**config.mk**
```make
export PLATFORM = sky130hd
export DESIGN_NAME = tagtrk
export DESIGN_NICKNAME = d
export VERILOG_FILES = /design/src/rtl/tagtrk_pkg.sv /design/src/rtl/tagtrk_alloc.sv /design/src/rtl/tagtrk_order_fifo.sv /design/src/rtl/tagtrk.sv
export SDC_FILE = /design/constraint.sdc
export NUM_CORES = 1
export LEC_CHECK = 0
export BUFFER_PORTS_ARGS = -buffer_cell sky130_fd_sc_hd__buf_2
export CAP_MARGIN = 10
export CORE_UTILIZATION = 40
export CTS_CLUSTER_DIAMETER = 150
export DETAILED_ROUTE_END_ITERATION = 16
export PLACE_DENSITY_LB_ADDON = 0.25
export SYNTH_ARGS = -nofsm -noshare
export SYNTH_HDL_FRONTEND = slang
export SYNTH_SLANG_ARGS = --single-unit
```
**constraint.sdc**
```tcl
create_clock -name clk -period 2.3 [get_ports clk]
set_input_delay 0.115 -clock clk [delete_from_list [all_inputs] [get_ports clk]]
set_output_delay 0.115 -clock clk [all_outputs]
set_load 0.01 [all_outputs]
```
**src/rtl/tagtrk_pkg.sv**
```systemverilog
package tagtrk_pkg;
   // Outcome of judging one response
   typedef enum logic [1:0] {
      RES_NONE  = 2'd0,
      RES_MATCH = 2'd1,
      RES_UNEXP = 2'd2,
      RES_ORDER = 2'd3
   } rsp_res_e;
endpackage

```
**src/rtl/tagtrk_alloc.sv**
```systemverilog
module tagtrk_alloc #(
   parameter int NUM_TAGS = 4,
   localparam int TAG_W = $clog2(NUM_TAGS)
) (
   input  logic [NUM_TAGS-1:0] busy_i,
   output logic                any_free_o,
   output logic [TAG_W-1:0]    free_tag_o
);
   // Scan from the top down so the lowest free index wins
   always_comb begin
      any_free_o = 1'b0;
      free_tag_o = '0;
      for (int i = NUM_TAGS - 1; i >= 0; i--) begin
         if (!busy_i[i]) begin
            any_free_o = 1'b1;
            free_tag_o = TAG_W'(i);
         end
      end
   end
endmodule

```
**src/rtl/tagtrk_order_fifo.sv**
```systemverilog
module tagtrk_order_fifo #(
   parameter int DEPTH = 4,
   parameter int TAG_W = 2,
   localparam int PTR_W = $clog2(DEPTH),
   localparam int CNT_W = $clog2(DEPTH + 1)
) (
   input  logic             clk,
   input  logic             rst_n,
   input  logic             clear_i,
   input  logic             push_i,
   input  logic [TAG_W-1:0] push_tag_i,
   input  logic             pop_i,
   output logic [TAG_W-1:0] head_tag_o,
   output logic [CNT_W-1:0] count_o
);
   logic [TAG_W-1:0] mem [DEPTH];
   logic [PTR_W-1:0] wr_ptr, rd_ptr;

   function automatic logic [PTR_W-1:0] step_ptr(input logic [PTR_W-1:0] p);
      return (p == PTR_W'(DEPTH - 1)) ? '0 : p + 1'b1;
   endfunction

   always_ff @(posedge clk) begin
      if (push_i) mem[wr_ptr] <= push_tag_i;
   end

   always_ff @(posedge clk) begin
      if (!rst_n || clear_i) begin
         wr_ptr  <= '0;
         rd_ptr  <= '0;
         count_o <= '0;
      end else begin
         if (push_i) wr_ptr <= step_ptr(wr_ptr);
         if (pop_i)  rd_ptr <= step_ptr(rd_ptr);
         case ({push_i, pop_i})
            2'b10:   count_o <= count_o + 1'b1;
            2'b01:   count_o <= count_o - 1'b1;
            default: count_o <= count_o;
         endcase
      end
   end

   assign head_tag_o = mem[rd_ptr];


   fifo_no_overflow_chk: assert property (@(posedge clk) disable iff (!rst_n)
      (push_i && !pop_i && !clear_i) |-> (count_o < CNT_W'(DEPTH)));


   fifo_no_underflow_chk: assert property (@(posedge clk) disable iff (!rst_n)
      (pop_i && !clear_i) |-> (count_o != '0));
endmodule

```
**src/rtl/tagtrk.sv**
```systemverilog
module tagtrk #(
   parameter int NUM_TAGS = 4,
   parameter int CTX_W    = 8,
   localparam int TAG_W   = $clog2(NUM_TAGS)
) (
   input  logic             clk,
   input  logic             rst_n,
   input  logic             ordered_i,
   input  logic             req_valid,
   output logic             req_ready,
   input  logic [CTX_W-1:0] req_ctx,
   output logic [TAG_W-1:0] req_tag,
   input  logic             rsp_valid,
   output logic             rsp_ready,
   input  logic [TAG_W-1:0] rsp_tag,
   output logic             match_valid,
   output logic [TAG_W-1:0] res_tag,
   output logic [CTX_W-1:0] match_ctx,
   output logic             err_unexp,
   output logic             err_order
);
   import tagtrk_pkg::*;

   localparam int CNT_W = $clog2(NUM_TAGS + 1);

   generate
      if (NUM_TAGS < 2) begin : g_bad_tags
         $error("tagtrk: NUM_TAGS must be at least 2");
      end
      if (CTX_W < 1) begin : g_bad_ctx
         $error("tagtrk: CTX_W must be at least 1");
      end
   endgenerate

   logic [NUM_TAGS-1:0] busy_q;
   logic [CTX_W-1:0]    ctx_mem [NUM_TAGS];
   logic [TAG_W-1:0]    head_tag;
   logic [CNT_W-1:0]    fifo_cnt;
   logic                any_free;
   logic [TAG_W-1:0]    free_tag;
   logic                req_fire, tag_hit, in_turn, accept;
   rsp_res_e            res_d, res_q;
   logic [TAG_W-1:0]    res_tag_q;
   logic [CTX_W-1:0]    ctx_q;

   tagtrk_alloc #(.NUM_TAGS(NUM_TAGS)) u_alloc (
      .busy_i     (busy_q),
      .any_free_o (any_free),
      .free_tag_o (free_tag)
   );

   tagtrk_order_fifo #(.DEPTH(NUM_TAGS), .TAG_W(TAG_W)) u_fifo (
      .clk        (clk),
      .rst_n      (rst_n),
      .clear_i    (!ordered_i),
      .push_i     (req_fire && ordered_i),
      .push_tag_i (free_tag),
      .pop_i      (accept && ordered_i),
      .head_tag_o (head_tag),
      .count_o    (fifo_cnt)
   );

   assign req_ready = any_free;
   assign req_tag   = free_tag;
   assign rsp_ready = 1'b1;
   assign req_fire  = req_valid && any_free;

   // A tag beyond NUM_TAGS-1 is never outstanding
   assign tag_hit = ({1'b0, rsp_tag} < (TAG_W + 1)'(NUM_TAGS)) && busy_q[rsp_tag];
   assign in_turn = !ordered_i || (head_tag == rsp_tag);

   always_comb begin
      if (!rsp_valid)     res_d = RES_NONE;
      else if (!tag_hit)  res_d = RES_UNEXP;
      else if (!in_turn)  res_d = RES_ORDER;
      else                res_d = RES_MATCH;
   end
   assign accept = (res_d == RES_MATCH);

   always_ff @(posedge clk) begin
      if (!rst_n) begin
         busy_q <= '0;
      end else begin
         for (int i = 0; i < NUM_TAGS; i++) begin
            if (req_fire && free_tag == TAG_W'(i))   busy_q[i] <= 1'b1;
            else if (accept && rsp_tag == TAG_W'(i)) busy_q[i] <= 1'b0;
         end
      end
   end

   always_ff @(posedge clk) begin
      if (req_fire) ctx_mem[free_tag] <= req_ctx;
   end

   always_ff @(posedge clk) begin
      if (!rst_n) begin
         res_q     <= RES_NONE;
         res_tag_q <= '0;
         ctx_q     <= '0;
      end else begin
         res_q     <= res_d;
         res_tag_q <= rsp_tag;
         ctx_q     <= accept ? ctx_mem[rsp_tag] : '0;
      end
   end

   assign match_valid = (res_q == RES_MATCH);
   assign err_unexp   = (res_q == RES_UNEXP);
   assign err_order   = (res_q == RES_ORDER);
   assign res_tag     = res_tag_q;
   assign match_ctx   = ctx_q;


   no_double_issue_chk: assert property (@(posedge clk) disable iff (!rst_n)
      (req_valid && req_ready) |-> !busy_q[req_tag]);


   pulse_needs_rsp_chk: assert property (@(posedge clk) disable iff (!rst_n)
      (match_valid || err_unexp || err_order) |-> $past(rsp_valid));


   unexp_keeps_state_chk: assert property (@(posedge clk) disable iff (!rst_n)
      (rsp_valid && !tag_hit && !req_fire) |=> $stable(busy_q));


   freed_on_accept_chk: assert property (@(posedge clk) disable iff (!rst_n)
      accept |=> !busy_q[$past(rsp_tag)]);


   fifo_tracks_busy_chk: assert property (@(posedge clk) disable iff (!rst_n)
      (ordered_i && $past(ordered_i)) |-> (int'(fifo_cnt) == $countones(busy_q)));
endmodule

```
---- After elaboration in Yosys (flattened, before gate mapping) ----
Memory sizes are Yosys's and may differ from the RTL's. A register that Yosys moved wholly into a read port is not among the register bits.
Cells that the tools add are included.
word-level totals
  register bits ........................... 12
  memory bits (writable) .................. 40
  output and inout port bits .............. 17
  memories kept ........................... 2
memory list
  name        words  bits a word  rd ports  clocked after memory_dff  write ports  RTL line                 text
  ctx_mem     4      8            1         1                         1            tagtrk.sv:36             logic [CTX_W-1:0] ctx_mem [NUM_TAGS];
  u_fifo.mem  4      2            1         1                         1            tagtrk_order_fifo.sv:16  logic [TAG_W-1:0] mem [DEPTH];
cells by class
  add/sub/neg operators ................... 2
  magnitude comparators ................... 1
  equality and inequality tests ........... 13
  multiplexer cells ....................... 29
  reductions and logical operators ........ 23
operator list
  operator               count
  $mux W2                11
  $mux W1                17
  $eq A2 B2 Y1 const B   8
  $logic_and A1 B1 Y1    11
  $eq A2 B1 Y1 const B   4
  $reduce_bool A2 Y1     4
  $add A2 B1 Y2 const B  2
  $logic_not A2 Y1       2
  $logic_not A1 Y1       3
  $lt A2 B3 Y1 const B   1
  $bmux W1 S2            1
  $eq A2 B2 Y1           1
  $logic_or A1 B1 Y1     2
  $reduce_and A2 Y1      1

---- Longest topological paths before layout ----
Gate-level depths: netlist of the first run.
  word-level depth ........................ 9
  mapped depth ............................ 6
  gate-level depth less buffers ........... 4

---- Hierarchy ----
Synthesis of the first run repeated with hierarchy kept, for this count alone.
unflattened totals
  cell total of the unflattened synthesis .. 172
  area, all modules ....................... 2610.0 um^2
modules (own cells, without submodules)
  module             instances  cells each  area each (um^2)  sequential area each (um^2)
  tagtrk             1          115         1865.5            1281.2
  tagtrk_order_fifo  1          52          715.7             420.4
  tagtrk_alloc       1          5           28.8              0.0

---- Least setup slack after synthesis of the first run ----
No wires, ideal clock.
  path type ............................... register to register
  start point ............................. register (tool-made name)
  end point ............................... register busy_q[1]
  setup time .............................. 0.088 ns
  arrival ................................. 1.679 ns
  path slack .............................. 0.533 ns
  stages on the path, launching flop included .. 6
  path buffers ............................ 1
  clock period less this slack ............ 1.767 ns
  path through ............................ dfxtp_1 -> mux4_2 -> mux2_4 -> and3_4 -> buf_6 -> a311oi_2
RTL lines
  item                           RTL line      text
  end signal, assigned           tagtrk.sv:82  busy_q <= '0;
  end signal, assigned by index  tagtrk.sv:85  if (req_fire && free_tag == TAG_W'(i)) busy_q[i] <= 1'b1;
  end signal, assigned by index  tagtrk.sv:86  else if (accept && rsp_tag == TAG_W'(i)) busy_q[i] <= 1'b0;
  end, declared                  tagtrk.sv:35  logic [NUM_TAGS-1:0] busy_q;

==> flow_metrics.py, run 1 <==
metrics = {
    "critical_path": {
        "cp_max_fo": 8,
        "cp-end-kind": "flip-flop",
        "critPathTopFamily": "multiplexers",
        "worst_setup_path_start_kind": "flip-flop",
        "critPathKind": "reg -> reg",
        "path_buf_inv": 0,
        "worstPathRequired_ns": 2.54,
        "critPathMaxStageDelay_ns": 0.52,
        "path_cells": "mux4_2, mux2_4, and3_4, a311oi_2",
        "slowest_stage": "mux4_2",
        "crit_arrival_ns": 2.01,
    },
    "cells_and_area": {
        "layout-drive-gt1-share_pct": 31.43,
        "area_growth_pct": 19.93,
        "fin_nets": 225,
        "diodes": 0,
        "fin_area_mm2": 0.002952,
    },
    "floorplanning": {
        "pin_count": 32,
        "die_h_um": 80.44,
        "coreArea_mm2": 0.005921,
        "fp-row-count": 28,
        "die_area_mm2": 0.006471,
        "initial_core_util_pct": 41.57,
        "die_x_um": 80.44,
    },
    "timing": {
        "final_hold_viol_count": 0,
        "fin_worst_skew_ns": 0.009194,
        "fin_tns_setup_ns": 0,
        "period_minus_slack_ns": 1.775,
        "setup_viol": 0,
        "fmax_ghz": 0.5635,
        "slew_headroom_pct": 67.15,
        "timing.final.crit_share_pct": 77.16,
        "slew_viol_final": 0,
        "worst_slew_pin_slew_ns": 0.4883,
        "rsz0062_at_grt": "no",
    },
    "yosys": {
        "syn_inst": 163,
        "synth_top_area_share_pct": 48.81,
        "syn-num-nets": 183,
        "synth_seq_cells": 62,
        "ys_top_cells_by_area": "edfxtp_1 (49%), dfxtp_1 (18%), mux4_2 (10%)",
        "synth_common_cells": "edfxtp_1 (40), dfxtp_1 (22), mux4_2 (11), nor2b_1 (11)",
        "ys_async_sr_fraction_pct": 0,
        "synth-main-ff-cell": "edfxtp_1",
        "avgSynthCellArea_um2": 15.10,
        "yosysMostFrequentCell": "edfxtp_1",
        "yosysWarningCount": 0,
        "ys_seq_area_share_pct": 66.70,
        "synth_area_mm2": 0.002461,
        "ys_types": 29,
        "synth_top_area_cell": "edfxtp_1",
        "synth_edf_count": 40,
    },
    "placed_design": {
        "dpl.hpwl_um": 2981,
        "placed_area_mm2": 0.002684,
        "io_buffers": 30,
        "place.gp.congestion": 0.7383,
    },
    "grt": {
        "grt_antenna_before_repair": 0,
        "grt_remaining_overflow": 0,
        "grt_pass1_wl_um": 6582,
        "grt_use_total_pct": 14.47,
        "grt_pass1_vias": 1391,
        "grt_max_degree": 17,
    },
    "drt": {
        "postRouteAntennaNets": 0,
        "wl_um": 4267,
        "routedWlPerCell_um": 14.97,
        "dr.pass1.iters": 4,
        "drc": 0,
        "drt_iter0_drc": 54,
        "vias": 1396,
        "viasPerCell": 4.898,
    },
    "cts": {
        "postCtsSetupBuffers": 0,
        "clk_pin_slew_ns": 0.07,
        "cts_htree_levels": 3,
        "cts_num_sinks": 62,
        "insertion_delay_ns": 0.33,
        "cts_root_buf": "clkbuf_8",
        "cts_resized": 0,
        "cts_buffers": 9,
        "cts_tree": "built",
        "clk_path_buf_depth": 2,
        "holdBufCountCts": 7,
    },
    "outcome": {
        "status": "finished clean",
    },
    "flow_run": {
        "cap_violations": 0,
    },
    "hold_path": {
        "hold_path_class": "in -> reg",
        "min_from": "req_ctx[4]",
    },
    "power": {
        "ir_worst_vdd_mv": 0.6321,
        "p_leak_nw": 1.119,
        "p_per_area_mw_per_mm2": 774.9,
    },
}
worst register-to-register path: cells and delay by family, from the launching register on:
kind	cells	cell delay [ns]
mux	2	0.85
compound gates	1	0.25
simple gates	1	0.22
flops	1	0.38
registers in the layout, indices dropped and copies added, names as in the netlist, named ones only:
| signal | cells |
|---|---|
| busy_q | 4 |
| ctx_mem | 32 |
| match_ctx | 8 |
| res_q | 2 |
| res_tag | 2 |
| u_fifo.mem | 8 |
| u_fifo.rd_ptr | 2 |
| u_fifo.wr_ptr | 2 |
layout make-up:
cell class / instances / area, µm²
multi-input cells: 87 / 753.2
inverters: 4 / 15.01
well taps: 75 / 93.84
clock buffers: 9 / 123.9
clock inverters: 7 / 73.82
fillers: 497 / 2969
repair buffers: 41 / 250.2
flip-flops and latches: 62 / 1642
cells by family after synthesis:
logic type | share of synthesized area [%]
compound gates | 3.661
fa+ha+maj | 2.542
buf+inv | 2.694
flops | 66.70
mux | 12.91
other cells | 0.1524
simple gates | 11.34
path summary, 6_finish.rpt:
| check | endpoint | slack (ns) | cells past startpoint |
|---|---|---|---|
| max | busy_q[1] | 0.53 | 4 |
| min | ctx_mem[0][4] | 0.02 | 1 |
| max reg2reg | busy_q[1] | 0.53 | 4 |
| min reg2reg | u_fifo.rd_ptr[1] | 0.50 | 2 |
metrics by stage:
stage / hold WS [ns] / cells / utilization [%] / power [W] / worst slack [ns]
2_1_floorplan: 0.2139 / 163 / - / 0.001333 / 0.5329
3_3_place_gp: 0.3260 / 262 / 45.33 / 0.001372 / 0.4925
3_5_place_dp: 0.3303 / 262 / 45.33 / 0.001378 / 0.4418
4_1_cts: 0.007748 / 285 / 49.85 / 0.002315 / 0.4875
5_1_grt: 0.01344 / 285 / 49.85 / 0.002369 / 0.3838
6_report: 0.01893 / 285 / 49.85 / 0.002287 / 0.5253
cells in the final DEF, fill, tap and decap left out, types with 2 or more instances in the layout:
master	n
inv_1	4
clkinv_4	2
a21oi_1	4
nand3_1	4
buf_2	30
ha_1	5
nand4_1	3
dlygate4sd3_1	7
nor2b_1	11
nand2_1	7
mux2i_1	4
nand2b_1	3
edfxtp_1	40
buf_4	4
clkinv_2	2
clkbuf_8	9
dfxtp_1	22
mux2_4	2
mux4_2	11
o21ai_0	5
and3_1	2
nor2_1	9
and2_1	9
layer usage:
layer | share of wire, % | global-route usage (%) | vias up
li1 | - | - | 681
met1 | 43 | 16.04 | 678
met2 | 52 | 25.25 | 30
met3 | 3.5 | 3.864 | 7
met4 | 1.2 | 7.500 | 0
met5 | 0 | 0 | -
report_power, final:
group,switching (W),internal [W]
logic,0.0000687,0.0000660
clock network,0.000424,0.000503
registers,0.0000130,0.00121
total,0.000506,0.00178
(Power assumes the default switching activity.)
==> run 2: changes to the inputs <==
--- a/config.mk
+++ b/config.mk
@@ -5,6 +5,7 @@
 export SDC_FILE = /design/constraint.sdc
 export NUM_CORES = 1
 export LEC_CHECK = 0
+export ABC_AREA = 1
 export BUFFER_PORTS_ARGS = -buffer_cell sky130_fd_sc_hd__buf_2
 export CAP_MARGIN = 10
 export CORE_UTILIZATION = 40
==> constraint.sdc (replaced) <==
create_clock -name clk -period 1.8 [get_ports clk]
set_input_delay 0.09 -clock clk [delete_from_list [all_inputs] [get_ports clk]]
set_output_delay 0.09 -clock clk [all_outputs]
set_load 0.01 [all_outputs]
==> run 2 against run 1 <==
Compared with the run above:
- synthesized cell count rose by 39%
- routed wire length rose by 13%
- total power rose by 27%
- largest cell class unchanged
==> flow_metrics.py, run 2 <==
metrics = {
    "cts": {
        "cts_root_buf": "clkbuf_8",
        "cts_num_sinks": 62,
        "insertion_delay_ns": 0.34,
        "cts_htree_levels": 3,
        "cts_tree": "built",
        "postCtsSetupBuffers": 0,
        "clk_path_buf_depth": 2,
        "clk_pin_slew_ns": 0.08,
        "cts_buffers": 9,
    },
    "floorplanning": {
        "initial_core_util_pct": 41.58,
        "fp-row-count": 28,
        "die_area_mm2": 0.006509,
        "die_x_um": 80.68,
        "pin_count": 32,
        "coreArea_mm2": 0.005956,
        "die_h_um": 80.68,
    },
    "grt": {
        "grt_use_total_pct": 17.37,
        "grt_antenna_before_repair": 0,
        "grt_pass1_vias": 1640,
        "grt_max_degree": 14,
        "grt_pass1_wl_um": 7976,
        "grt_remaining_overflow": 0,
    },
    "yosys": {
        "avgSynthCellArea_um2": 10.96,
        "yosysMostFrequentCell": "nand2_1",
        "syn_inst": 226,
        "synth_top_area_share_pct": 48.51,
        "ys_top_cells_by_area": "edfxtp_1 (49%), dfxtp_1 (18%), nand2_1 (7.1%)",
        "ys_seq_area_share_pct": 66.30,
        "synth-main-ff-cell": "edfxtp_1",
        "yosysWarningCount": 0,
        "syn-num-nets": 246,
        "synth_edf_count": 40,
        "synth_common_cells": "nand2_1 (47), edfxtp_1 (40), inv_1 (29), nor2_1 (23), dfxtp_1 (22)",
        "synth_area_mm2": 0.002476,
        "ys_types": 24,
        "synth_seq_cells": 62,
        "synth_top_area_cell": "edfxtp_1",
        "ys_async_sr_fraction_pct": 0,
    },
    "drt": {
        "wl_um": 4829,
        "viasPerCell": 4.756,
        "postRouteAntennaNets": 0,
        "vias": 1736,
        "dr.pass1.iters": 4,
        "drc": 0,
        "routedWlPerCell_um": 13.23,
        "drt_iter0_drc": 88,
    },
    "cells_and_area": {
        "largest_register_ffs": 32,
        "multi_input_area_um2": 700.7,
        "layout_commonest_cell": "nand2_1",
        "diodes": 0,
        "fin_nets": 305,
        "area_growth_pct": 24.00,
        "fill_cells": 557,
        "layout_common_cells": "nand2_1 (47), edfxtp_1 (40), buf_2 (30)",
        "layout-drive-gt1-share_pct": 24.83,
        "regMostFlops": "ctx_mem",
        "regArea_mm2": 0.001642,
    },
    "timing": {
        "fmax_ghz": 0.6345,
        "setup_viol": 0,
        "slew_viol_final": 0,
        "rsz0062_at_grt": "no",
        "fin_worst_skew_ns": 0.009100,
        "final_hold_viol_count": 0,
        "hold-worst-slack_ns": 0.03459,
        "fin_tns_setup_ns": 0,
        "period_minus_slack_ns": 1.576,
        "timing.final.crit_share_pct": 87.55,
    },
    "critical_path": {
        "worst_setup_path_start_kind": "input port",
        "crit_arrival_ns": 1.81,
        "worstPathRequired_ns": 2.03,
        "cp-end-kind": "flip-flop",
        "critPathKind": "in -> reg",
        "cp_max_fo": 12,
    },
    "power": {
        "ir_worst_vdd_mv": 0.5150,
        "power_frac_comb_pct": 7.3,
        "p_sw_share_pct": 25.87,
        "p_per_area_mw_per_mm2": 944.9,
        "switching_power_w": 0.0007505,
        "seqPwrFrac_pct": 54.0,
        "p_leak_nw": 1.291,
        "p_int_w": 0.002151,
        "power.clock.fraction_pct": 38.7,
    },
    "placed_design": {
        "dpl.hpwl_um": 3236,
        "io_buffers": 30,
        "place.gp.congestion": 0.7820,
    },
    "outcome": {
        "status": "finished clean",
    },
    "flow_run": {
        "cap_violations": 0,
    },
    "hold_path": {
        "hold_path_class": "in -> reg",
    },
}
[run 2: cell count changes in the layout (fill, tap and decap cells not counted), moves of 5 or more]
cell	previous run	this run
inv_1	4	29
buf_4	4	9
and2_1	9	0
mux4_2	11	0
nand2_1	7	47
nand3_1	4	20
a221oi_1	0	6
nor2_1	9	23
nor2b_1	11	0
[run 2: kinds of logic after synthesis]
family                     share of synthesized area, %
other                                            0.1514
AOI/OAI and AO/OA                                 6.973
DFF                                               66.30
adders and majority gates                         2.527
and+or+nand+nor                                   18.39
buffers and inverters                             5.659
[run 2: worst paths after layout]
| kind | from | end | slack (ns) | depth (start not counted) |
|---|---|---|---|---|
| worst max-delay path | rsp_tag[0] | u_fifo.rd_ptr[0] | 0.22 | 10 |
| worst min-delay path | rsp_tag[1] | res_tag[1] | 0.03 | 3 |
| worst max register to register | busy_q[2] | ctx_mem[1][6] | 0.27 | 4 |
| worst min register to register | busy_q[3] | busy_q[3] | 0.51 | 2 |
[run 2: cell type report]
cell class,instances,area share (%)
Sequential cell,62,53.46
Multi-Input combinational cell,129,22.82
Timing Repair Buffer,50,10.68
Inverter,33,4.075
Clock buffer,9,4.034
Tap cell,75,3.056
Clock inverter,7,1.874
[run 2: through the flow]
step                power (W)  util, %  instance area, µm²  cells  worst slack [ns]
detailed placement   0.001792    46.66                2779    338            0.2737
global placement     0.001790    46.66                2779    338            0.2803
CTS                  0.002925    51.55                3070    365            0.2351
finish               0.002901    51.55                3070    365            0.2240
global route         0.003025    51.55                3070    365           0.05172
floorplan            0.001712        -                2482    226          0.005865
[run 2: power by group through the flow]
stage          logic [W]  clock network, W  registers [W]
2_1_floorplan   0.000113                 0        0.00160
3_3_place_gp    0.000191                 0        0.00160
3_5_place_dp    0.000193                 0        0.00160
4_1_cts         0.000212           0.00115        0.00157
5_1_grt         0.000238           0.00122        0.00157
6_report        0.000211           0.00112        0.00157
[run 2: critical path: stages]
cell,delay (ns)
dlygate4sd3_1,0.53
buf_2,0.15
inv_2,0.24
nand2_2,0.10
o21ai_2,0.16
nor2_4,0.08
nor2_4,0.12
nand3_1,0.12
nor2_1,0.15
nor2_1,0.07
[run 2: what timing repair did]
action,in CTS,in global routing
hold buffers,11,0
hold endpoints to repair,34,0
resized for setup,0,0
[run 2: metal layers]
| layer | vias up | part of all wire, % | GRT usage (%) |
|---|---|---|---|
| li1 | 873 | - | - |
| met1 | 803 | 47 | 22.22 |
| met2 | 46 | 47 | 27.12 |
| met3 | 14 | 4.4 | 5.227 |
| met4 | 0 | 2.3 | 7.500 |
| met5 | - | 0 | 0 |
